## config.mk

```make
export PLATFORM = sky130hd
export DESIGN_NAME = age_issue_queue
export DESIGN_NICKNAME = d
export VERILOG_FILES = /design/src/rtl/iq_pkg.sv /design/src/rtl/iq_scoreboard.sv /design/src/rtl/iq_select.sv /design/src/rtl/age_issue_queue.sv
export SDC_FILE = /design/constraint.sdc
export NUM_CORES = 2
export LEC_CHECK = 0
export BUFFER_PORTS_ARGS = -buffer_cell sky130_fd_sc_hd__buf_2
export CELL_PAD_IN_SITES_DETAIL_PLACEMENT = 1
export CELL_PAD_IN_SITES_GLOBAL_PLACEMENT = 1
export CORE_AREA = 5 5 395 397
export CTS_CLUSTER_SIZE = 25
export DETAILED_ROUTE_END_ITERATION = 8
export DIE_AREA = 0 0 400 402
export GPL_TIMING_DRIVEN = 0
export PLACE_DENSITY = 0.75
export SLEW_MARGIN = 15
export SYNTH_ARGS = -nofsm -noshare
export SYNTH_HDL_FRONTEND = slang
export SYNTH_HIERARCHICAL = 1
export SYNTH_SLANG_ARGS = --single-unit
```

## constraint.sdc

```tcl
create_clock -name clk -period 151.7 [get_ports clk]
set_input_delay 7.585 -clock clk [delete_from_list [all_inputs] [get_ports clk]]
set_output_delay 7.585 -clock clk [all_outputs]
set_load 0.1 [all_outputs]
```

## src/rtl/iq_pkg.sv

```systemverilog
package iq_pkg;

  // width of an index able to name n distinct values, never below one bit
  function automatic int idx_w(input int n);
    return (n > 1) ? $clog2(n) : 1;
  endfunction

  // a smaller sequence number is the older instruction
  function automatic logic is_older(input logic [63:0] a, input logic [63:0] b);
    return a < b;
  endfunction

endpackage

```

## src/rtl/iq_scoreboard.sv

```systemverilog
module iq_scoreboard #(
  parameter int NREG  = 64,
  parameter int NWAKE = 2,
  parameter int TAGW  = iq_pkg::idx_w(NREG)
) (
  input  logic                   clk,
  input  logic                   rst,
  input  logic                   clr_vld,
  input  logic [TAGW-1:0]        clr_tag,
  input  logic [NWAKE-1:0]       wk_vld,
  input  logic [NWAKE*TAGW-1:0]  wk_tag,
  input  logic [TAGW-1:0]        q0_tag,
  input  logic [TAGW-1:0]        q1_tag,
  output logic                   q0_rdy,
  output logic                   q1_rdy
);

  logic [NREG-1:0] rdy_q;
  logic [NREG-1:0] rdy_d;
  logic            q0_byp, q1_byp;

  always_comb begin
    rdy_d  = rdy_q;
    q0_byp = 1'b0;
    q1_byp = 1'b0;
    for (int w = 0; w < NWAKE; w++) begin
      if (wk_vld[w]) begin
        if (int'(wk_tag[w*TAGW +: TAGW]) < NREG) rdy_d[wk_tag[w*TAGW +: TAGW]] = 1'b1;
        if (wk_tag[w*TAGW +: TAGW] == q0_tag) q0_byp = 1'b1;
        if (wk_tag[w*TAGW +: TAGW] == q1_tag) q1_byp = 1'b1;
      end
    end
    // a newly recorded producer wins over a wakeup of the same register
    if (clr_vld && int'(clr_tag) < NREG) rdy_d[clr_tag] = 1'b0;
  end

  always_ff @(posedge clk) begin
    if (rst) rdy_q <= '1;
    else     rdy_q <= rdy_d;
  end

  assign q0_rdy = q0_byp | ((int'(q0_tag) < NREG) ? rdy_q[q0_tag] : 1'b0);
  assign q1_rdy = q1_byp | ((int'(q1_tag) < NREG) ? rdy_q[q1_tag] : 1'b0);

endmodule

```

## src/rtl/iq_select.sv

```systemverilog
module iq_select #(
  parameter int N    = 8,
  parameter int W    = 2,
  parameter int NCLS = 4,
  parameter int SEQW = 16,
  parameter int IDXW = iq_pkg::idx_w(N),
  parameter int CLSW = iq_pkg::idx_w(NCLS)
) (
  input  logic [N-1:0]       cand,
  input  logic [N*SEQW-1:0]  seq,
  input  logic [N*CLSW-1:0]  cls,
  input  logic [NCLS-1:0]    fu_busy,
  output logic [W-1:0]       pick_vld,
  output logic [W*IDXW-1:0]  pick_idx,
  output logic               blocked
);

  logic [N-1:0]          unit_free;
  logic [W:0][N-1:0]     taken;

  always_comb begin
    for (int i = 0; i < N; i++) unit_free[i] = ~fu_busy[cls[i*CLSW +: CLSW]];
  end

  assign blocked  = |(cand & ~unit_free);
  assign taken[0] = '0;

  for (genvar s = 0; s < W; s++) begin : g_slot
    logic [N-1:0]    elig;
    logic            hv [NCLS];
    logic [IDXW-1:0] hi [NCLS];
    logic [SEQW-1:0] hs [NCLS];
    logic            bv;
    logic [IDXW-1:0] bi;
    logic [SEQW-1:0] bs;

    always_comb begin
      elig = cand & unit_free & ~taken[s];
      // per-class head: oldest eligible entry of each class
      for (int c = 0; c < NCLS; c++) begin
        hv[c] = 1'b0;
        hi[c] = '0;
        hs[c] = '0;
        for (int i = 0; i < N; i++) begin
          if (elig[i] && cls[i*CLSW +: CLSW] == CLSW'(c) &&
              (!hv[c] || iq_pkg::is_older(64'(seq[i*SEQW +: SEQW]), 64'(hs[c])))) begin
            hv[c] = 1'b1;
            hi[c] = IDXW'(i);
            hs[c] = seq[i*SEQW +: SEQW];
          end
        end
      end
      // rank the class heads against each other
      bv = 1'b0;
      bi = '0;
      bs = '0;
      for (int c = 0; c < NCLS; c++) begin
        if (hv[c] && (!bv || iq_pkg::is_older(64'(hs[c]), 64'(bs)))) begin
          bv = 1'b1;
          bi = hi[c];
          bs = hs[c];
        end
      end
    end

    assign pick_vld[s]               = bv;
    assign pick_idx[s*IDXW +: IDXW]  = bi;
    assign taken[s+1]                = taken[s] | (bv ? (N'(1) << bi) : '0);
  end

endmodule

```

## src/rtl/age_issue_queue.sv

```systemverilog
module age_issue_queue #(
  parameter int N       = 8,
  parameter int W       = 2,
  parameter int NCLS    = 4,
  parameter int SEQW    = 16,
  parameter int NUM_INT = 32,
  parameter int NUM_FP  = 32,
  parameter int NWAKE   = 2,
  parameter int CNTW    = 16,
  parameter int NREG    = NUM_INT + NUM_FP,
  parameter int TAGW    = iq_pkg::idx_w(NREG),
  parameter int CLSW    = iq_pkg::idx_w(NCLS)
) (
  input  logic                  clk,
  input  logic                  rst,
  input  logic                  ins_vld,
  input  logic [SEQW-1:0]       ins_seq,
  input  logic [CLSW-1:0]       ins_cls,
  input  logic                  ins_src0_vld,
  input  logic [TAGW-1:0]       ins_src0,
  input  logic                  ins_src1_vld,
  input  logic [TAGW-1:0]       ins_src1,
  input  logic                  ins_dst_vld,
  input  logic [TAGW-1:0]       ins_dst,
  input  logic [NWAKE-1:0]      wk_vld,
  input  logic [NWAKE*TAGW-1:0] wk_tag,
  input  logic [NCLS-1:0]       fu_busy,
  input  logic                  flush_vld,
  input  logic [SEQW-1:0]       flush_seq,
  output logic [W-1:0]          iss_vld,
  output logic [W*SEQW-1:0]     iss_seq,
  output logic [W*CLSW-1:0]     iss_cls,
  output logic                  full,
  output logic [CNTW-1:0]       stall_cnt
);

  localparam int IDXW = iq_pkg::idx_w(N);

  // entry storage
  logic [N-1:0]    ent_vld;
  logic [N-1:0]    ent_r0, ent_r1;
  logic [SEQW-1:0] ent_seq [N];
  logic [CLSW-1:0] ent_cls [N];
  logic [TAGW-1:0] ent_t0  [N];
  logic [TAGW-1:0] ent_t1  [N];

  logic [N-1:0]        kill, cand, hit0, hit1, issued;
  logic [N*SEQW-1:0]   seq_flat;
  logic [N*CLSW-1:0]   cls_flat;
  logic                has_free, accept;
  logic [IDXW-1:0]     free_idx;
  logic                sb_r0, sb_r1;
  logic [W-1:0]        pick_vld;
  logic [W*IDXW-1:0]   pick_idx;
  logic                blocked;

  always_comb begin
    has_free = 1'b0;
    free_idx = '0;
    for (int i = N - 1; i >= 0; i--) begin
      if (!ent_vld[i]) begin
        has_free = 1'b1;
        free_idx = IDXW'(i);
      end
    end
  end

  assign accept = ins_vld & has_free;

  always_comb begin
    for (int i = 0; i < N; i++) begin
      kill[i] = flush_vld & ent_vld[i] & (ent_seq[i] > flush_seq);
      cand[i] = ent_vld[i] & ent_r0[i] & ent_r1[i] & ~kill[i];
      seq_flat[i*SEQW +: SEQW] = ent_seq[i];
      cls_flat[i*CLSW +: CLSW] = ent_cls[i];
      hit0[i] = 1'b0;
      hit1[i] = 1'b0;
      for (int w = 0; w < NWAKE; w++) begin
        if (wk_vld[w] && wk_tag[w*TAGW +: TAGW] == ent_t0[i]) hit0[i] = 1'b1;
        if (wk_vld[w] && wk_tag[w*TAGW +: TAGW] == ent_t1[i]) hit1[i] = 1'b1;
      end
    end
  end

  always_comb begin
    issued = '0;
    for (int s = 0; s < W; s++) begin
      if (pick_vld[s]) issued[pick_idx[s*IDXW +: IDXW]] = 1'b1;
    end
  end

  iq_scoreboard #(.NREG(NREG), .NWAKE(NWAKE), .TAGW(TAGW)) u_sb (
    .clk     (clk),
    .rst     (rst),
    .clr_vld (accept & ins_dst_vld),
    .clr_tag (ins_dst),
    .wk_vld  (wk_vld),
    .wk_tag  (wk_tag),
    .q0_tag  (ins_src0),
    .q1_tag  (ins_src1),
    .q0_rdy  (sb_r0),
    .q1_rdy  (sb_r1)
  );

  iq_select #(.N(N), .W(W), .NCLS(NCLS), .SEQW(SEQW), .IDXW(IDXW), .CLSW(CLSW)) u_sel (
    .cand     (cand),
    .seq      (seq_flat),
    .cls      (cls_flat),
    .fu_busy  (fu_busy),
    .pick_vld (pick_vld),
    .pick_idx (pick_idx),
    .blocked  (blocked)
  );

  // payload array: no reset, written per index
  always_ff @(posedge clk) begin
    for (int i = 0; i < N; i++) begin
      if (hit0[i]) ent_r0[i] <= 1'b1;
      if (hit1[i]) ent_r1[i] <= 1'b1;
    end
    if (accept) begin
      ent_seq[free_idx] <= ins_seq;
      ent_cls[free_idx] <= ins_cls;
      ent_t0[free_idx]  <= ins_src0;
      ent_t1[free_idx]  <= ins_src1;
      ent_r0[free_idx]  <= ~ins_src0_vld | sb_r0;
      ent_r1[free_idx]  <= ~ins_src1_vld | sb_r1;
    end
  end

  // occupancy, issue outputs and stall counter
  always_ff @(posedge clk) begin
    if (rst) begin
      ent_vld   <= '0;
      iss_vld   <= '0;
      iss_seq   <= '0;
      iss_cls   <= '0;
      stall_cnt <= '0;
    end else begin
      for (int i = 0; i < N; i++) begin
        if (issued[i] || kill[i]) ent_vld[i] <= 1'b0;
      end
      if (accept) ent_vld[free_idx] <= 1'b1;
      for (int s = 0; s < W; s++) begin
        iss_vld[s]                <= pick_vld[s];
        iss_seq[s*SEQW +: SEQW]   <= ent_seq[pick_idx[s*IDXW +: IDXW]];
        iss_cls[s*CLSW +: CLSW]   <= ent_cls[pick_idx[s*IDXW +: IDXW]];
      end
      if (blocked && stall_cnt != '1) stall_cnt <= stall_cnt + 1'b1;
    end
  end

  assign full = &ent_vld;

endmodule

```

# After elaboration in Yosys (flattened, before gate mapping)
# Memory sizes are Yosys's and may differ from the RTL's. A register that Yosys moved wholly into a read port is not among the register bits.
# Index checks and enable logic that the tools add are counted.
[totals]
wordCells = 886
mem_count = 4
latchBits = 0
mem_bits_ro = 0
ram_bits = 240
ff_bits = 106
[classes]
magnitude_cmp = 92
shift = 1
n_mux = 339
add_sub_neg = 1
multipliers = 0
n_reduce_logical = 307
div_mod_pow = 0
n_eq_ne = 61
n_bitwise = 75
[memory_table]
columns = ["memory", "depth", "width", "rd", "rd_ports_with_merged_regs", "wr", "line", "rtl"]
rows = [
  ["ent_seq", 8, 16, 10, 2, 1, "age_issue_queue.sv:42", "logic [SEQW-1:0] ent_seq [N];"],
  ["ent_t0", 8, 6, 8, 0, 1, "age_issue_queue.sv:44", "logic [TAGW-1:0] ent_t0 [N];"],
  ["ent_t1", 8, 6, 8, 0, 1, "age_issue_queue.sv:45", "logic [TAGW-1:0] ent_t1 [N];"],
  ["ent_cls", 8, 2, 10, 2, 1, "age_issue_queue.sv:43", "logic [CLSW-1:0] ent_cls [N];"],
]
[op_table]
columns = ["operator", "n"]
rows = [
  ["$mux 16", 70],
  ["$lt 16x16->1", 62],
  ["$eq 6x6->1", 36],
  ["$mux 64", 3],
  ["$mux 1", 178],
  ["$logic_and 1x1->1", 165],
  ["$mux 3", 50],
  ["$gt 16x16->1", 8],
  ["$or 64x64->64", 2],
  ["$logic_or 1x1->1", 70],
  ["$and 64x64->64", 1],
  ["$not 64->64", 1],
  ["$logic_not 1->1", 62],
  ["$mux 8", 6],
  ["$and 1x1->1", 42],
  ["$lt 6x7->1 const B", 5],
  ["$eq 2x2->1 const B", 16],
  ["$mux 2", 14],
  ["$and 8x8->8", 3],
  ["$lt 2x3->1 const B", 8],
  ["$demux 1 s6", 3],
  ["$ge 6x1->1 const B", 3],
  ["$not 1->1", 18],
  ["$add 16x1->16 const B", 1],
  ["other kinds (15)", 49],
]

# Longest topological paths before layout
# An unclocked memory read counts as a cell.
[logic_depth]
word_depth = 107
ltp_mapped = 294
mapped_depth_nobuf = 269

# Hierarchy
# Netlist, hierarchy kept.
[modules_own_cells]
columns = ["mod", "cells_each", "n_inst", "seq_area_each_um2", "area_each_um2"]
rows = [
  ["iq_select", 5684, 1, 0.0, 38535.7],
  ["age_issue_queue", 1316, 1, 8768.4, 17232.8],
  ["iq_scoreboard", 504, 1, 1281.2, 4464.3],
]

# Least setup slack after synthesis
# OpenSTA, ideal clock, no wires.
[synth_path]
kind = "input -> register"
startpoint = "input flush_seq[1]"
endpoint = "register iss_cls[2] (read register of ent_cls)"
path_buffers = 27
path_slack_ns = 95.476
t_arrival_ns = 56.097
path_stages = 284
setup_ns = 0.128
path_cell_list = "inv_1 -> ha_1 -> nor2b_1 -> o211ai_1 -> a21boi_0 -> o31a_1 -> nor2_1 -> and4bb_2 -> clkbuf_1 -> buf_1 -> nand2_1 -> ha_1 -> a21oi_1 -> o21ai_0 -> a211oi_1 -> o21ai_0 -> a21oi_1 -> clkbuf_1 -> (+248 left out) -> o31ai_4 -> buf_6 -> mux2_2 -> ha_1 -> and4_1 -> a21oi_1 -> nand2_1 -> nand2_1 -> o211ai_1 -> nor3_1 -> nand2_1 -> o31ai_2 -> mux2_2 -> clkbuf_1 -> buf_2 -> mux4_2 -> mux2i_1 -> nor2_1"
[synth_via]
elab_chain_cells = 95
elab_cells_between_ends = 554
[synth_rtl]
columns = ["item", "line", "rtl"]
rows = [
  ["start, declared", "age_issue_queue.sv:29", "input logic [SEQW-1:0] flush_seq,"],
  ["$gt 16x16->1 *", "age_issue_queue.sv:72", "kill[i] = flush_vld & ent_vld[i] & (ent_seq[i] > flush_seq);"],
  ["$and 1x1->1 *", "age_issue_queue.sv:72", ""],
  ["$not 1->1 *", "age_issue_queue.sv:73", "cand[i] = ent_vld[i] & ent_r0[i] & ent_r1[i] & ~kill[i];"],
  ["$and 1x1->1 *", "age_issue_queue.sv:73", ""],
  ["named net cand[0]", "age_issue_queue.sv:47", "logic [N-1:0] kill, cand, hit0, hit1, issued;"],
  ["$and 8x8->8 *", "iq_select.sv:38", "elig = cand & unit_free & ~taken[s];"],
  ["$logic_and 1x1->1", "iq_select.sv:45", "if (elig[i] && cls[i*CLSW +: CLSW] == CLSW'(c) &&"],
  ["$mux 16 or $mux 1 (tied branches)", "iq_select.sv:45", ""],
  ["(+81 left out)", "n/a", ""],
  ["$logic_or 1x1->1", "iq_select.sv:58", "if (hv[c] && (!bv || iq_pkg::is_older(64'(hs[c]), 64'(bs)))) begin"],
  ["$logic_and 1x1->1", "iq_select.sv:58", ""],
  ["$mux 16 or $mux 1 (tied branches)", "iq_select.sv:58", ""],
  ["$lt 16x16->1 or $logic_not 1->1 (tied branches)", "iq_pkg.sv:10, iq_select.sv:58", ""],
  ["$logic_or 1x1->1", "iq_select.sv:58", ""],
  ["$logic_and 1x1->1", "iq_select.sv:58", ""],
  ["$mux 3 *", "iq_select.sv:58", ""],
  ["named net pick_idx[3]", "age_issue_queue.sv:54", "logic [W*IDXW-1:0] pick_idx;"],
  ["end, declared", "age_issue_queue.sv:32", "output logic [W*CLSW-1:0] iss_cls,"],
]
# Mark *: on every way through the listed nets, which the timed path passes. The rest lies on a longest branch.
# A chain may end at the register's enable or synchronous reset.

# Worst setup path after layout
[layout_path]
startpoint = "input flush_seq[1]"
endpoint = "register iss_seq[28] (read register of ent_seq)"
[layout_via]
elab_chain_cells = 95
elab_cells_between_ends = 554
[layout_rtl]
columns = ["item", "line", "rtl"]
rows = [
  ["$gt 16x16->1 *", "age_issue_queue.sv:72", ""],
  ["$and 1x1->1 *", "age_issue_queue.sv:72", ""],
  ["$not 1->1 *", "age_issue_queue.sv:73", ""],
  ["$and 1x1->1 *", "age_issue_queue.sv:73", ""],
  ["named net cand[0]", "age_issue_queue.sv:47", ""],
  ["$and 8x8->8 *", "iq_select.sv:38", ""],
  ["$logic_and 1x1->1", "iq_select.sv:45", ""],
  ["$mux 16 or $mux 1 (tied branches)", "iq_select.sv:45", ""],
  ["(+81 left out)", "n/a", ""],
  ["$logic_or 1x1->1", "iq_select.sv:58", ""],
  ["$logic_and 1x1->1", "iq_select.sv:58", ""],
  ["$mux 16 or $mux 1 (tied branches)", "iq_select.sv:58", ""],
  ["$lt 16x16->1 or $logic_not 1->1 (tied branches)", "iq_pkg.sv:10, iq_select.sv:58", ""],
  ["$logic_or 1x1->1", "iq_select.sv:58", ""],
  ["$logic_and 1x1->1", "iq_select.sv:58", ""],
  ["$mux 3 *", "iq_select.sv:58", ""],
  ["named net pick_idx[5]", "age_issue_queue.sv:54", ""],
  ["end, declared", "age_issue_queue.sv:31", "output logic [W*SEQW-1:0] iss_seq,"],
]
# Marked as above.

==> flow_metrics.py <==
metrics = {
    "routing": {
        "met1_length_um": 120000,
        "drc_errors": 0,
        "wire_per_inst_um": 33.2,
        "wl_um": 326000,
        "first_pass_iters": 8,
        "avgViaCountPerCell": 6.72,
        "drt_first_iter_violations": 6796,
        "ant_nets": 0,
        "wl_met3_um": 32600,
        "via_count": 66100,
        "top_layer": "met5",
        "wl_met2_um": 146000,
    },
    "critical_path": {
        "critical_path_class": "input port to flip-flop",
        "cpMostUsedCell": "a21o_1",
        "max_stage_delay_ps": 990,
        "critPathLaunch": "flush_seq[1]",
        "arrival_ps": 78370,
        "crit_slowest_cell": "nor2_1",
        "critPathRequiredTime_ps": 152150,
        "r2r_setup_slack_ps": 80460,
        "r2r-start": "ent_seq[0][1]$_DFFE_PP_",
        "cp-start-kind": "input port",
        "critPathMaxFanout": 10,
        "endpoint_kind": "flip-flop",
    },
    "hold_path": {
        "hold_class": "flip-flop to flip-flop",
        "hp-start": "u_sb/rdy_q[41]$_SDFF_PP1_",
    },
    "clock_tree": {
        "cts_resized": 0,
        "root_buffer": "clkbuf_16",
        "cts_buffer_depth": 3,
        "htree_levels": 2,
        "cts.sinks": 382,
        "cts_tree": "yes",
        "worstSkewPairLatency_ps": 680,
        "post_cts_buffers": 0,
        "cts_buffers": 42,
        "clk_pin_slew_ps": 60,
        "hold_buffers": 0,
    },
    "logic_synthesis": {
        "synthCells": 7504,
        "synthMuxAreaShare_pct": 11.3,
        "synth_warnings": 6,
        "synth.avg_cell_area_um2": 8.03,
        "synthAdderAreaFrac_pct": 22.0,
        "synth_nets": 8640,
        "synth-compound-area-share_pct": 22.2,
        "synth-xor-area-share_pct": 3.33,
        "yosys.area_share.simple_pct": 18.1,
        "yosys_most_used_dff": "edfxtp_1",
        "yosysUniqueCellTypes": 117,
        "synthDominantAreaCellType": "ha_1",
        "synth_top_family_by_area": "compound AO/OA/AOI/OAI gates",
        "yosysSeqAreaShare_pct": 16.7,
        "yosysTopAreaCellShare_pct": 22.0,
        "synth-async-reset-ratio_pct": 0,
        "synth_edf_count": 240,
        "synth_area_mm2": 0.0602,
        "ys_seq_elements": 382,
        "synthTopCellsByArea": "ha_1 (22%), edfxtp_1 (12%), a21oi_1 (5.1%)",
    },
    "sta": {
        "setup_tns_ps": 0,
        "rsz0062_at_grt": "no",
        "hold_violations": 0,
        "fmax_ghz": 0.0128,
        "finalCritPeriodShare_pct": 51.4,
        "skew_ps": 90.3,
        "worst_pin_slew_ps": 1410,
        "setup_viol": 0,
        "finalMaxSlewViolations": 0,
        "relSlewSlack_pct": 5.75,
        "fin_crit_ps": 77920,
    },
    "floorplan": {
        "ios": 132,
        "start_util_pct": 39.7,
        "std_cell_rows": 143,
        "dieHeight_um": 402,
        "dieArea_mm2": 0.161,
        "die_w_um": 400,
        "core-area_mm2": 0.152,
    },
    "status": {
        "status": "finished clean",
    },
    "final_layout": {
        "drive_gt1_share_pct": 9.47,
        "fin_nets": 8877,
        "final_common_cell": "ha_1",
        "area_delta_synth_final_pct": 10.1,
        "layout_common_cells": "ha_1 (1059), inv_1 (662), nand2_1 (637), a21oi_1 (619), o21ai_0 (569)",
    },
    "pwr": {
        "p_per_area_mw_per_mm2": 4.87,
        "fin_total_pwr_mw": 0.323,
        "vdd_ir_drop_max_mv": 0.0109,
        "p_leak_nw": 26.2,
    },
    "placement": {
        "hpwlAfterDp_um": 264000,
        "gp_congestion": 1.04,
        "port_buffers": 114,
    },
    "grt": {
        "grt_max_degree": 29,
        "antenna_found_initial": 32,
        "grt.overflow.total": 0,
        "grt_usage_pct": 38.7,
        "grt_pass1_wl_um": 457000,
        "grt_pass1_vias": 67500,
    },
    "run": {
        "drv_cap": 0,
    },
}
==> final cells by class <==
| cell class | instances | area, um2 |
|---|---|---|
| inverters | 668 | 2510 |
| clock inverters | 13 | 145 |
| flip-flops and latches | 382 | 10000 |
| multi-input cells | 6128 | 46500 |
| repair buffers | 193 | 1980 |
| fillers | 18500 | 85200 |
| well taps | 2030 | 2540 |
| clock buffers | 65 | 1210 |
| diodes | 32 | 80.1 |
| plain buffers | 326 | 1350 |
==> sequential cells by signal (all words and copies together) (netlist names), 16 cells and up <==
register    count
ent_t1         48
u_sb/rdy_q     64
ent_seq       128
stall_cnt      16
ent_cls        16
ent_t0         48
iss_seq        32
==> path summary, 6_finish.rpt <==
check                           cells after the start                   endpoint
worst min-delay path                                2  u_sb/rdy_q[41]$_SDFF_PP1_
worst max register to register                    282     iss_seq[28]$_SDFF_PP0_
worst max-delay path                              284     iss_seq[28]$_SDFF_PP0_
worst min register to register                      2  u_sb/rdy_q[41]$_SDFF_PP1_
==> critical path, delay by kind of cell <==
| kind | cells | cell delay (ps) |
|---|---|---|
| buf+inv | 38 | 12490 |
| fa+ha+maj | 21 | 6830 |
| compound gates | 141 | 33580 |
| simple gates | 76 | 14780 |
| mux | 8 | 2880 |
==> synthesized netlist by cell type, types with 13 or more instances <==
library cell,n
ha_1,1059
inv_1,666
nand2_1,637
a21oi_1,619
o21ai_0,570
nor2_1,489
edfxtp_1,240
nand4_1,229
a21o_1,228
clkbuf_1,222
mux2i_1,208
mux2_2,189
nand3_1,187
dfxtp_1,142
o22ai_1,135
nand2b_1,122
xor2_1,117
xnor2_1,112
nor2b_1,108
mux4_2,107
nor3_1,88
o21a_1,85
nor4_1,68
o211ai_1,68
buf_2,66
a211oi_1,57
or3_1,42
and4_1,39
a211o_1,33
and2_1,33
buf_1,30
o21ai_1,28
o31ai_1,26
a31oi_1,24
or2_2,24
a2111oi_0,22
and3_1,21
o221ai_1,16
o21bai_1,15
nor3b_1,14
o2111ai_1,14
o211a_1,14
a22oi_1,13
==> through the flow <==
stage | hold WS (ps) | setup WS (ps) | utilization [%] | instance area (um2) | cells
2_1_floorplan | 455 | 95480 | - | 60200 | 7504
3_3_place_gp | 473 | 76970 | 41.8 | 63300 | 9648
3_5_place_dp | 491 | 75740 | 42.4 | 64300 | 9700
4_1_cts | 508 | 76140 | 43.3 | 65700 | 9778
5_1_grt | 525 | 71380 | 43.7 | 66300 | 9813
6_report | 509 | 73780 | 43.8 | 66300 | 9837
==> power by group <==
group | switching (mW) | internal (mW)
sequential | 0.00668 | 0.115
combinational | 0.0655 | 0.0302
clock | 0.0489 | 0.0574
==> per-layer routing <==
layer	global-route usage [%]	vias to the layer above
met1	44.3	32700
met4	27.4	14
met3	10.7	1287
met2	62.1	3769
met5	0	-
li1	-	28400
==> logic make-up (layout without fill, tap and decap cells) <==
family | Yosys count | in the layout
multiplexers | 516 | 516
AO/OA/AOI/OAI | 2137 | 2137
flip-flops | 382 | 382
XOR/XNOR | 229 | 229
buffers and inverters | 994 | 1265
AND/OR/NAND/NOR | 2187 | 2187
adder cells (fa/ha/maj) | 1059 | 1059
other | 0 | 32
Power figures use the tool's default switching activity.
